File: config.mk
export PLATFORM = sky130hd
export DESIGN_NAME = cycle_arbiter
export DESIGN_NICKNAME = d
export VERILOG_FILES = /design/src/rtl/arb_pkg.sv /design/src/rtl/arb_state_fsm.sv /design/src/rtl/arb_step_ctr.sv /design/src/rtl/cycle_arbiter.sv
export SDC_FILE = /design/constraint.sdc
export NUM_CORES = 1
export LEC_CHECK = 0
export BUFFER_PORTS_ARGS = -buffer_cell sky130_fd_sc_hd__buf_2
export CORE_AREA = 2 2 39 41
export CTS_BUF_LIST = sky130_fd_sc_hd__clkbuf_16
export DETAILED_ROUTE_END_ITERATION = 7
export DIE_AREA = 0 0 41 43
export PLACE_DENSITY = 0.55
export SYNTH_ARGS = -nofsm -noshare
export SYNTH_HDL_FRONTEND = slang
export SYNTH_SLANG_ARGS = --single-unit
File: constraint.sdc
create_clock -name clk -period 1.4 [get_ports clk]
set_clock_uncertainty 0.2 [all_clocks]
set_input_delay 0.07 -clock clk [delete_from_list [all_inputs] [get_ports clk]]
set_output_delay 0.07 -clock clk [all_outputs]
set_load 0.03 [all_outputs]
File: src/rtl/arb_pkg.sv
package arb_pkg;

  typedef enum logic [1:0] {
    ST_HALT  = 2'b00,
    ST_INTR  = 2'b01,
    ST_FETCH = 2'b10,
    ST_EXEC  = 2'b11
  } arb_state_e;

endpackage

File: src/rtl/arb_state_fsm.sv
module arb_state_fsm
  import arb_pkg::*;
(
  input  logic       clk,
  input  logic       rst,
  input  logic       run,
  input  logic       end_n,
  input  logic       irq_req,
  input  logic       irq_en,
  input  logic       fail,
  input  logic       hof,
  output arb_state_e state_q,
  output logic       restart
);

  arb_state_e nxt;
  logic       done;

  assign done = ~end_n;

  always_comb begin
    nxt = state_q;
    unique case (state_q)
      ST_HALT:  if (run)  nxt = ST_FETCH;
      ST_FETCH: if (done) nxt = ST_EXEC;
      ST_EXEC: begin
        if (done) begin
          if (fail)                  nxt = hof ? ST_HALT : ST_FETCH;
          else if (irq_req && irq_en) nxt = ST_INTR;
          else                       nxt = ST_FETCH;
        end
      end
      ST_INTR:  if (done) nxt = ST_FETCH;
      default:  nxt = ST_HALT;
    endcase
  end

  // The step count restarts on any state change and is held at zero in Halt.
  assign restart = (nxt != state_q) || (state_q == ST_HALT);

  always_ff @(posedge clk) begin
    if (rst) state_q <= ST_HALT;
    else     state_q <= nxt;
  end

  a_r2_halt_hold: assert property (@(posedge clk) disable iff (rst)
    (state_q == ST_HALT && !run) |=> state_q == ST_HALT);

  a_r4_fetch_exec: assert property (@(posedge clk) disable iff (rst)
    (state_q == ST_FETCH && !end_n) |=> state_q == ST_EXEC);

  a_r6_intr_fetch: assert property (@(posedge clk) disable iff (rst)
    (state_q == ST_INTR && !end_n) |=> state_q == ST_FETCH);

  a_r7_halt_on_fail: assert property (@(posedge clk) disable iff (rst)
    (state_q == ST_EXEC && !end_n && fail && hof) |=> state_q == ST_HALT);

  a_r10_no_strobe_hold: assert property (@(posedge clk) disable iff (rst)
    (state_q != ST_HALT && end_n) |=> $stable(state_q));

endmodule

File: src/rtl/arb_step_ctr.sv
module arb_step_ctr #(
  parameter int STEP_W = 4
) (
  input  logic              clk,
  input  logic              rst,
  input  logic              restart,
  output logic [STEP_W-1:0] cnt_q,
  output logic              clr_q
);

  localparam logic [STEP_W-1:0] CNT_MAX = {STEP_W{1'b1}};

  always_ff @(posedge clk) begin
    if (rst) begin
      cnt_q <= '0;
      clr_q <= 1'b1;
    end else if (restart) begin
      cnt_q <= '0;
      clr_q <= 1'b1;
    end else begin
      clr_q <= 1'b0;
      if (cnt_q != CNT_MAX) cnt_q <= cnt_q + 1'b1;
    end
  end

  a_r8_clear: assert property (@(posedge clk) disable iff (rst)
    restart |=> cnt_q == '0);

  a_r8_count_up: assert property (@(posedge clk) disable iff (rst)
    (!restart && cnt_q != CNT_MAX) |=> cnt_q == $past(cnt_q) + 1'b1);

  a_r8_saturate: assert property (@(posedge clk) disable iff (rst)
    (!restart && cnt_q == CNT_MAX) |=> cnt_q == CNT_MAX);

  a_r9_clear_flag: assert property (@(posedge clk) disable iff (rst)
    clr_q |-> cnt_q == '0);

endmodule

File: src/rtl/cycle_arbiter.sv
module cycle_arbiter #(
  parameter int STEP_W = 4
) (
  input  logic              clk,
  input  logic              rst,
  input  logic              run_i,
  input  logic              end_n_i,
  input  logic              irq_req_i,
  input  logic              irq_en_i,
  input  logic              fail_i,
  input  logic              halt_on_fail_i,
  output logic [1:0]        status_o,
  output logic [STEP_W-1:0] step_o,
  output logic              step_clr_o
);

  arb_pkg::arb_state_e state_q;
  logic                restart;

  arb_state_fsm u_fsm (
    .clk     (clk),
    .rst     (rst),
    .run     (run_i),
    .end_n   (end_n_i),
    .irq_req (irq_req_i),
    .irq_en  (irq_en_i),
    .fail    (fail_i),
    .hof     (halt_on_fail_i),
    .state_q (state_q),
    .restart (restart)
  );

  arb_step_ctr #(.STEP_W(STEP_W)) u_ctr (
    .clk     (clk),
    .rst     (rst),
    .restart (restart),
    .cnt_q   (step_o),
    .clr_q   (step_clr_o)
  );

  assign status_o = state_q;

endmodule

After elaboration in Yosys (flattened, before gate mapping)
Index checks and enable logic that the tools add are counted.
{"block": "word_totals", "register_bits": 7, "latchBits": 0, "ram_bits": 0, "mem_bits_ro": 0, "inputBits": 8, "out_inout_bits": 7, "elab_cells": 22, "mem_count": 0}
{"block": "op_classes", "add_sub_neg": 1, "mul": 0, "n_div": 0, "order_cmp": 0, "eq_ne": 5, "shift": 0, "muxes": 9, "bitwise_logic": 0, "reduce_logical": 4}
{"cell": "$mux W2", "count": 7}
{"cell": "$pmux W2 S4", "count": 1}
{"cell": "$add A4 B1 Y4 const B", "count": 1}
{"cell": "$eq A2 B2 Y1 const B", "count": 2}
{"cell": "$ne A4 B4 Y1 const B", "count": 1}
{"cell": "$eq A2 B1 Y1 const B", "count": 1}
{"cell": "$logic_not A2 Y1", "count": 1}
{"cell": "$ne A2 B2 Y1", "count": 1}
{"cell": "$reduce_or A2 Y1", "count": 1}
{"cell": "$logic_and A1 B1 Y1", "count": 1}
{"cell": "$logic_or A1 B1 Y1", "count": 1}
{"cell": "$mux W1", "count": 1}

Longest topological paths before layout
Gate-level depths: netlist of run 1.
{"block": "logic_depth", "word_depth": 8, "ltp_mapped": 4, "ltp_nobuf": 4}

Cells and area by module
A second synthesis of run 1 with hierarchy kept.
{"block": "hier_totals", "cells_unflattened": 34, "hier_area_um2": 342.8}
{"module": "arb_step_ctr", "instances": 1, "cells_per_inst": 21, "area_each_um2": 224.0, "seq_area_each_um2": 100.1}
{"module": "arb_state_fsm", "instances": 1, "cells_per_inst": 13, "area_each_um2": 118.9, "seq_area_each_um2": 40.0}

Worst setup path after synthesis of run 1
OpenSTA, ideal clock, no wires.
{"block": "synth_path", "kind": "register to register", "startpoint": "register u_ctr.cnt_q[0]", "endpoint": "register u_ctr.cnt_q[1]", "setup_time_ns": 0.128, "arrival_ns": 1.162, "t_required_ns": 1.072, "setup_slack_ns": -0.090, "path_stages_with_launch": 5, "path_buffers": 0, "period_less_slack_ns": 1.490, "path_cell_list": "dfxtp_1 -> ha_1 -> nand3_1 -> mux2i_1 -> nor2_1"}
{"block": "synth_between", "elab_chain_cells": 1, "word_cells_on_any_way": 2, "cone_classes": "1 x add/sub; 1 x eq/ne"}
{"item": "from (decl)", "line": "arb_step_ctr.sv:7", "source": "output logic [STEP_W-1:0] cnt_q,"}
{"item": "from (signal assigned)", "line": "arb_step_ctr.sv:22", "source": "if (cnt_q != CNT_MAX) cnt_q <= cnt_q + 1'b1;"}
{"item": "$add A4 B1 Y4 / $ne A4 B4 Y1 (equally long branches)", "line": "arb_step_ctr.sv:22"}
Parallel ways exist; a longest one is shown, timed or not.
A chain may end at the register's enable or synchronous reset.

Worst setup path after layout of run 1
Same ends and word-level chain as after synthesis.

==> impl_results.md, run 1 <==
- Post-layout min period: 1.28 ns
- Antenna cells: 0
- CP max stage delay: 0.33 ns
- Antenna violations before repair: 0
- Peak Freq: 0.780 GHz
- Startpoint type of the worst setup path: register
- Worst hold path class: input pin to register
- Flop2flop setup slack: 0.12 ns
- Setup ws final: 0.118 ns
- I/O pin cnt: 15
- First-pass DRT Iterations: 2
- Synth Warn #: 0
- Post-Synthesis Cells: 33
- Largest net degree at the start of global routing: 7
- CTS tree: built
- Post-route cell area: 510 sq um
- Final setup TNS: 0 ns
- DR WL/cell: 9.57 um
- Clock transition at path regs: 0.04 ns
- Register area: 143 sq um
- DP Worst Slack: 0.119 ns
- Area of the multi-input gates: 161 sq um
- Syn_nets: 42
- Total CTS buffers: 3
- Synth area leaders: dfxtp_1, nand3b_4, nor2_1
- Die H: 43 um
- Synth top cells by count: dfxtp_1, nor2_1, nand2_1
- Core area: 1380 sq um
- Worst-path maximum fanout: 5
- Clock tree sinks: 7
- Post-synth top area cell: dfxtp_1
- RSZ-0062 raised after global routing: no
- Max-slew violations: 0
- Area share of the largest cell type after synthesis: 0.453
- Hold path startpoint: run_i
- Final nets: 64
- FF+latch count, synth: 7
- Post-DP Area: 402 sq um
- Syn_area_per_cell: 9.37 sq um
- Hold slack: -0.00292 ns
- Fin. Hold Viols: 1
- Port bufs: 14
- H-tree depth: 1
- Die X: 41 um
- Gpl congestion: 0.680
- Crit end category: register
- Iter 0 DRT Violations: 2
- Post-route ant nets: 0
- Synth async-reset ratio: 0
- First-pass GRT wire length: 1060 um
- GRT Util Overall: 0.0956
- Mapped Area: 309 sq um
- Area of the die: 1760 sq um
- Row cnt: 14
- VDD IR-drop max: 0.368 mV
- Failing checks: negative hold slack
- Most frequent cell after synthesis: dfxtp_1
- WS Path Type: register to register
- Worst Path Required: 1.30 ns
- Synth-to-layout area growth: 65.2%
- CP Cell Sequence: ha_1, nand3_1, mux2i_1, nor2_1
- Slowest-stage cell, CP: dfxtp_2
- CP Launch Point: u_ctr.cnt_q[0]
- Starting Density: 0.223
- Worst Path Arrival: 1.18 ns
- Vias/cell: 4.56
- Max Cap Viol: 0
- Leak Pwr: 0.245 nW
- Later-pin clock latency in the skew report: 0.23 ns
- Fraction of layout cells with a size suffix above 1: 0.389
- Top FF cell, synth: dfxtp_1
- Hold endpoint: u_fsm.state_q[1]
- Cells on Worst Hold Path: 3
- Count of cell types in the netlist: 19
- Status: finished, violations left
- FF-to-FF path depth: 4
- Max-slew headroom: 0.706
- Sequential area share after synthesis: 0.453
- R2R Path End: u_ctr.cnt_q[1]
- R2R Path Start: u_ctr.cnt_q[0]
- WL final: 670 um
- Overflow after GRT: 0
- Power density over the cells: 1490 nW/um^2
- Post-CTS setup-driven buffer insertion count: 0
- Endpoints failing setup: 0
- Via count: 319
- Vias in the first global route: 302
- Post-detail-place hpwl: 463 um
- Post-synth EDFFs: 0
- Bufs on Longest Clock Path: 2
- Worst Tran Pin Value: 0.438 ns
- Final period util: 0.916
- Fillcell total: 143
- Residual DRC: 0
- CTS Root Cell: clkbuf_16
## cells in the final DEF, fill, tap and decap left out, drive strengths merged
cell,instances
xnor2,1
nor2,4
o211ai,1
inv,3
o21ai,1
nand3b,2
a21oi,2
a211oi,1
nor3,2
a211o,1
a31oi,1
clkbuf,3
dfxtp,7
mux2i,1
nand3,2
ha,1
buf,14
nor3b,1
dlygate4sd3,3
nand2,3
## sequential cells by signal, indices dropped and copies added (netlist names)
name and flops:
u_ctr.cnt_q 4, u_fsm.state_q 2, u_ctr.clr_q 1
## through the flow
| stage | util | instances | total power, mW |
|---|---|---|---|
| after floorplan | - | 33 | 0.251 |
| after global placement | 0.290 | 63 | 0.275 |
| after detailed placement | 0.290 | 63 | 0.274 |
| after CTS | 0.369 | 70 | 0.770 |
| after global routing | 0.369 | 70 | 0.784 |
| final | 0.369 | 70 | 0.760 |
## power by group
group	internal (mW)	switching, mW	total, mW
logic	0.0281	0.0335	0.0615
clock network	0.372	0.110	0.482
registers	0.209	0.00751	0.216
## worst max-delay path: cells and delay by family, from the launching register on
kind / cells / cell delay [ns]
DFF: 1 / 0.33
adders and majority gates: 1 / 0.24
and+or+nand+nor: 2 / 0.19
muxes: 1 / 0.19
## how the worst max path moves through the flow
stage	to	slack, ns	depth (start not counted)
global route	u_ctr.cnt_q[1]	0.008	4
floorplan	u_ctr.cnt_q[1]	0.05	4
CTS	u_ctr.cnt_q[1]	0.11	4
detailed placement	u_ctr.cnt_q[1]	0.12	4
finish	u_ctr.cnt_q[1]	0.12	4
global placement	u_ctr.cnt_q[1]	0.14	4
## logic make-up (layout without fill, tap and decap cells)
kind of cell    count (synthesis)  count (layout)  synth area share
xor+xnor                        1               1            0.0283
simple gates                   14              14             0.263
flops                           7               7             0.453
buf+inv                         2              23            0.0243
compound gates                  7               7             0.158
mux                             1               1            0.0324
fa+ha+maj                       1               1            0.0405
## layout make-up
class	instances	share of cell area
multi-input combinational	24	0.316
clock inverter	1	0.00735
clock buffer	3	0.147
sequential	7	0.279
timing repair buffer	17	0.196
tap	16	0.0392
inverter	2	0.0147
## per-layer routing
layer  vias up  share of wire  global-route usage
li1        159              -                   -
met1       140           0.45              0.0939
met2        17           0.43               0.141
met3         3          0.093              0.0314
met4         0          0.031               0.100
met5         -              0                   0
## timing repair
action                     CTS  global route
setup endpoints to repair    0             0
hold endpoints to repair     2             0
resized for setup            0             0
hold buffers                 3             0
Power figures use the tool's default switching activity.
==> inputs of run 2 (changes only) <==
--- a/config.mk
+++ b/config.mk
@@ -11,6 +11,7 @@
 export DETAILED_ROUTE_END_ITERATION = 7
 export DIE_AREA = 0 0 41 43
 export PLACE_DENSITY = 0.55
+export SETUP_SLACK_MARGIN = 0.3
 export SYNTH_ARGS = -nofsm -noshare
 export SYNTH_HDL_FRONTEND = slang
 export SYNTH_SLANG_ARGS = --single-unit
==> impl_results.md, run 2 (synthesis results as in run 1) <==
- Bufs on Longest Clock Path: 2
- Final design utilization: 0.441
- CTS tree: built
- Vias/cell: 4.53
- First-pass GRT wire length: 1090 um
- DR WL/cell: 10.1 um
- Post-route ant nets: 0
- Final nets: 69
- Antenna cells: 0
- Via count: 340
- Most frequent cells in the layout: buf_2, buf_4
- CTS hold repair buffers: 2
- Die X: 41 um
- Status: finished, violations left
- I/O pin cnt: 15
- Worst-path maximum fanout: 4
- Endpoints failing setup: 0
- Hold slack: -0.0597 ns
- Starting Density: 0.223
- Power density over the cells: 1230 nW/um^2
- Clock tree sinks: 7
- Core area: 1380 sq um
- Row cnt: 14
- Total CTS buffers: 3
- First-pass DRT Iterations: 4
- VDD IR-drop max: 0.546 mV
- Worst hold path class: input pin to register
- Crit path max-delay family: flip-flops
- Residual DRC: 0
- Most common cell after layout, fill and taps aside: buf_2
- Max Cap Viol: 0
- Peak Freq: 0.848 GHz
- CP max stage delay: 0.35 ns
- Antenna violations before repair: 0
- Synth-to-layout area growth: 97.6%
- Iter 0 DRT Violations: 5
- Final period util: 0.843
- Worst Path Arrival: 1.09 ns
- RSZ-0062 raised after global routing: yes
- Area of the die: 1760 sq um
- Final setup TNS: 0 ns
- Crit end category: register
- Slowest-stage cell, CP: dfxtp_4
- Fillcell total: 134
- Port bufs: 14
- WL final: 754 um
- Leak Pwr: 0.274 nW
- Max-slew headroom: 0.861
- GRT Util Overall: 0.0984
- Die H: 43 um
- CP Cell Sequence: ha_4, buf_6, nor3b_2, nor3_1
- Worst Tran Pin Value: 0.207 ns
- Failing checks: negative hold slack
- Post-layout min period: 1.18 ns
- Fin. Hold Viols: 2
- Worst Path Required: 1.31 ns
- Number of flip-flops in the largest register: 4
- WS Path Type: register to register
- Vias in the first global route: 280
- CTS Root Cell: clkbuf_16
- Power, Total: 0.752 mW
- Post-route cell area: 611 sq um
- Gpl congestion: 0.672
- Max-slew violations: 0
- Overflow after GRT: 0
- Post-DP Area: 429 sq um
- Startpoint type of the worst setup path: register
- Clock transition at path regs: 0.03 ns
- Largest net degree at the start of global routing: 7
- Post-detail-place hpwl: 475 um
- Largest Register: u_ctr.cnt_q
- Later-pin clock latency in the skew report: 0.23 ns
- Biggest regs: u_ctr.cnt_q x4, u_fsm.state_q x2, u_ctr.clr_q x1
- H-tree depth: 1
- Fraction of layout cells with a size suffix above 1: 0.627
- Worst Path Buf+Inv: 1
==> run 2: cell types whose count changed in the layout (fill, tap and decap cells not counted), moves of 2 or more <==
cell / change
buf_4: +6
buf_6: +2
dfxtp_1: -4
dfxtp_4: +3
buf_2: -2
==> run 2: cell type report <==
cell class                      instances  area, sq um  share of cell area
Sequential cell                         7          155               0.254
Clock inverter                          1         3.75             0.00615
Inverter                                2         7.51              0.0123
Tap cell                               16         20.0              0.0328
Timing Repair Buffer                   22          148               0.242
Multi-Input combinational cell         24          201               0.330
Clock buffer                            3         75.1               0.123
==> run 2: per-layer routing <==
metal  share of wire  global-route usage  vias to the layer above  wire, um
met4           0.016              0.0800                        0        12
met3           0.073              0.0628                        2        55
met2            0.56               0.134                        8       423
met5               0                   0                        -         0
li1                -                   -                      171         -
met1            0.35              0.0997                      159       262
==> run 2: path summary, 6_finish.rpt <==
check                           cells past startpoint                to  slack, ns              from
worst max-delay path                                4    u_ctr.cnt_q[3]       0.22    u_ctr.cnt_q[1]
worst min-delay path                                3  u_fsm.state_q[0]      -0.06           end_n_i
worst max register to register                      4    u_ctr.cnt_q[3]       0.22    u_ctr.cnt_q[1]
worst min register to register                      2  u_fsm.state_q[0]       0.31  u_fsm.state_q[0]
==> run 2: metrics by stage <==
step	cells	hold slack [ns]	setup WS, ns
3_3_place_gp	63	0.0635	0.211
3_5_place_dp	63	0.0589	0.227
2_1_floorplan	33	-0.0749	0.218
5_1_grt	75	-0.0460	0.183
6_report	75	-0.0597	0.220
4_1_cts	73	-0.0571	0.241
==> run 2: what timing repair did <==
action	in CTS	in global routing
pin swaps	2	5
setup endpoints to repair	4	7
buffers inserted	4	2
gates resized for setup	2	10
hold endpoints to repair	2	1
==> run 2: tightest hold or removal path, cell delays in order <==
cell	delay, ns
buf_2	0.12
nand2_1	0.09
a21oi_2	0.05
==> run 2: power by group <==
group          total [mW]  switching, mW  internal, mW  leakage, nW
clock network       0.472          0.102         0.371       0.0423
logic              0.0673         0.0360        0.0313        0.171
registers           0.212        0.00734         0.205       0.0606
total               0.752          0.145         0.607        0.274
==> inputs of run 3 (changes only) <==
--- a/config.mk
+++ b/config.mk
@@ -5,12 +5,13 @@
 export SDC_FILE = /design/constraint.sdc
 export NUM_CORES = 1
 export LEC_CHECK = 0
+export ABC_AREA = 1
 export BUFFER_PORTS_ARGS = -buffer_cell sky130_fd_sc_hd__buf_2
 export CORE_AREA = 2 2 39 41
 export CTS_BUF_LIST = sky130_fd_sc_hd__clkbuf_16
 export DETAILED_ROUTE_END_ITERATION = 7
 export DIE_AREA = 0 0 41 43
-export PLACE_DENSITY = 0.55
+export PLACE_DENSITY = 0.61
 export SETUP_SLACK_MARGIN = 0.3
 export SYNTH_ARGS = -nofsm -noshare
 export SYNTH_HDL_FRONTEND = slang
==> constraint.sdc (replaced) <==
create_clock -name clk -period 0.95 [get_ports clk]
set_clock_uncertainty 0.2 [all_clocks]
set_input_delay 0.0475 -clock clk [delete_from_list [all_inputs] [get_ports clk]]
set_output_delay 0.0475 -clock clk [all_outputs]
set_load 0.03 [all_outputs]
==> impl_results.md, run 3 <==
- Post-synth top area cell: dfxtp_1
- Crit end category: register
- Post-detail-place hpwl: 573 um
- Biggest regs: u_ctr.cnt_q x4, u_fsm.state_q x2, u_ctr.clr_q x1
- Worst Path Arrival: 1.08 ns
- Peak Freq: 0.895 GHz
- Final setup TNS: -1.38 ns
- Worst-path maximum fanout: 4
- Sequential area share after synthesis: 0.392
- Synth top cells by count: nand2_1, inv_1, dfxtp_1
- Number of flip-flops in the largest register: 4
- Max Cap Viol: 0
- Power, Total: 1.19 mW
- CP Launch Point: u_ctr.cnt_q[0]
- Later-pin clock latency in the skew report: 0.23 ns
- Synth Warn #: 0
- Synth async-reset ratio: 0
- Max-slew headroom: 0.897
- WS Path Type: register to register
- Port bufs: 14
- Fin. Hold Viols: 2
- Count of cell types in the netlist: 13
- Die H: 43 um
- Wire length on met2: 430 um
- First-pass DRT Iterations: 3
- Final period util: 1.18
- Post-DP Area: 532 sq um
- Met3 WL: 54 um
- Largest net degree at the start of global routing: 7
- Post-layout min period: 1.12 ns
- CTS Root Cell: clkbuf_16
- Setup ws final: -0.168 ns
- Slowest-stage cell, CP: dfxtp_4
- Post-route cell area: 707 sq um
- VDD IR-drop max: 1.09 mV
- DRT met1 WL: 318 um
- Overflow after GRT: 0
- Hold path startpoint: rst
- Mapped Area: 358 sq um
- Die X: 41 um
- Crit path max-delay family: flip-flops
- Power density over the cells: 1690 nW/um^2
- Total CTS buffers: 3
- Most frequent cell after synthesis: nand2_1
- CTS tree: built
- Endpoints failing setup: 13
- Gpl congestion: 0.662
- FF+latch count, synth: 7
- WL final: 846 um
- H-tree depth: 1
- Antenna violations before repair: 0
- Area of the die: 1760 sq um
- Iter 0 DRT Violations: 8
- Antenna cells: 0
- R2R Path Start: u_ctr.cnt_q[0]
- Final nets: 87
- Most common cell after layout, fill and taps aside: buf_6
- Via count: 389
- Syn_area_per_cell: 6.63 sq um
- Starting Density: 0.259
- Synth area leaders: dfxtp_1, nand2_1, inv_1
- Post-Synthesis Cells: 54
- Vias in the first global route: 350
- Leak Pwr: 0.311 nW
- I/O pin cnt: 15
- Synth-to-layout area growth: 97.6%
- Failing checks: negative hold slack, negative setup slack
- Post-route ant nets: 0
- Post-synth EDFFs: 0
- Core area: 1380 sq um
- Clock transition at path regs: 0.03 ns
- Clock tree sinks: 7
- Hold slack: -0.196 ns
- CP max stage delay: 0.34 ns
- CP Cell Sequence: ha_4, nand3_4, xor2_1, inv_1, nor2_1
- Fraction of layout cells with a size suffix above 1: 0.597
- Startpoint type of the worst setup path: register
- Top FF cell, synth: dfxtp_1
- Vias/cell: 4.18
- Highest routed layer: met4
- Worst Path Buf+Inv: 1
- Syn_nets: 63
- Residual DRC: 0
- Worst Path Required: 0.91 ns
- GRT Util Overall: 0.120
- Bufs on Longest Clock Path: 2
- Worst Tran Pin Value: 0.152 ns
- RSZ-0062 raised after global routing: yes
- First-pass GRT wire length: 1330 um
- Row cnt: 14
- DR WL/cell: 9.10 um
- Largest Register: u_ctr.cnt_q
- Max-slew violations: 0
- Most frequent cells in the layout: buf_6, nand2_1, inv_1, buf_2, dfxtp_4
- Status: finished, violations left
- Worst hold path class: input pin to register
- Area share of the largest cell type after synthesis: 0.392
[run 3: cells by family after synthesis]
kind of cell | count (synthesis) | share of synthesized area
AOI/OAI and AO/OA | 8 | 0.122
xor gates and xnor gates | 1 | 0.0245
adders and majority gates | 1 | 0.0350
buffers and inverters | 11 | 0.115
DFF | 7 | 0.392
and+or+nand+nor | 26 | 0.311
[run 3: layer usage]
metal / vias to the layer above / global-route usage
li1: 211 / -
met1: 158 / 0.130
met2: 16 / 0.172
met3: 4 / 0.0157
met4: 0 / 0.140
met5: - / 0
[run 3: worst reg2reg max path: cells and delay by family (launching register included)]
family | cells | cell delay, ns
flip-flops | 1 | 0.34
adder cells (fa/ha/maj) | 1 | 0.18
XOR/XNOR | 1 | 0.15
buffers and inverters | 1 | 0.05
AND/OR/NAND/NOR | 2 | 0.14
[run 3: final cells by class]
cell class,count,area (sq um)
timing repair buffer,19,166
clock buffer,3,75.1
fill,130,677
clock inverter,1,3.75
multi-input combinational,36,234
inverter,11,43.8
tap,16,20.0
sequential,7,164
[run 3: repair_timing]
item	CTS	global route
endpoints found under the hold margin	2	2
endpoints found under the setup margin	14	14
pin swaps	9	9
gates cloned	0	0
resized for setup	22	7
buffers inserted	0	1
[run 3: final timing paths]
check,slack [ns],endpoint,cells past startpoint
worst min register to register,0.33,u_fsm.state_q[0],2
worst min-delay path,-0.20,u_fsm.state_q[0],2
worst max register to register,-0.17,u_ctr.cnt_q[0],5
worst max-delay path,-0.17,u_ctr.cnt_q[0],5
[run 3: where the power goes]
part / switching [mW] / total [mW] / leakage (nW) / internal (mW)
registers: 0.0154 / 0.316 / 0.0611 / 0.301
clock network: 0.151 / 0.698 / 0.0423 / 0.546
logic: 0.0932 / 0.179 / 0.208 / 0.0853
[run 3: metrics by stage]
stage | util | setup WS (ns) | instances
2_1_floorplan | - | -0.235 | 54
3_3_place_gp | 0.384 | -0.172 | 88
3_5_place_dp | 0.384 | -0.201 | 88
4_1_cts | 0.488 | -0.179 | 92
5_1_grt | 0.511 | -0.235 | 93
6_report | 0.511 | -0.168 | 93
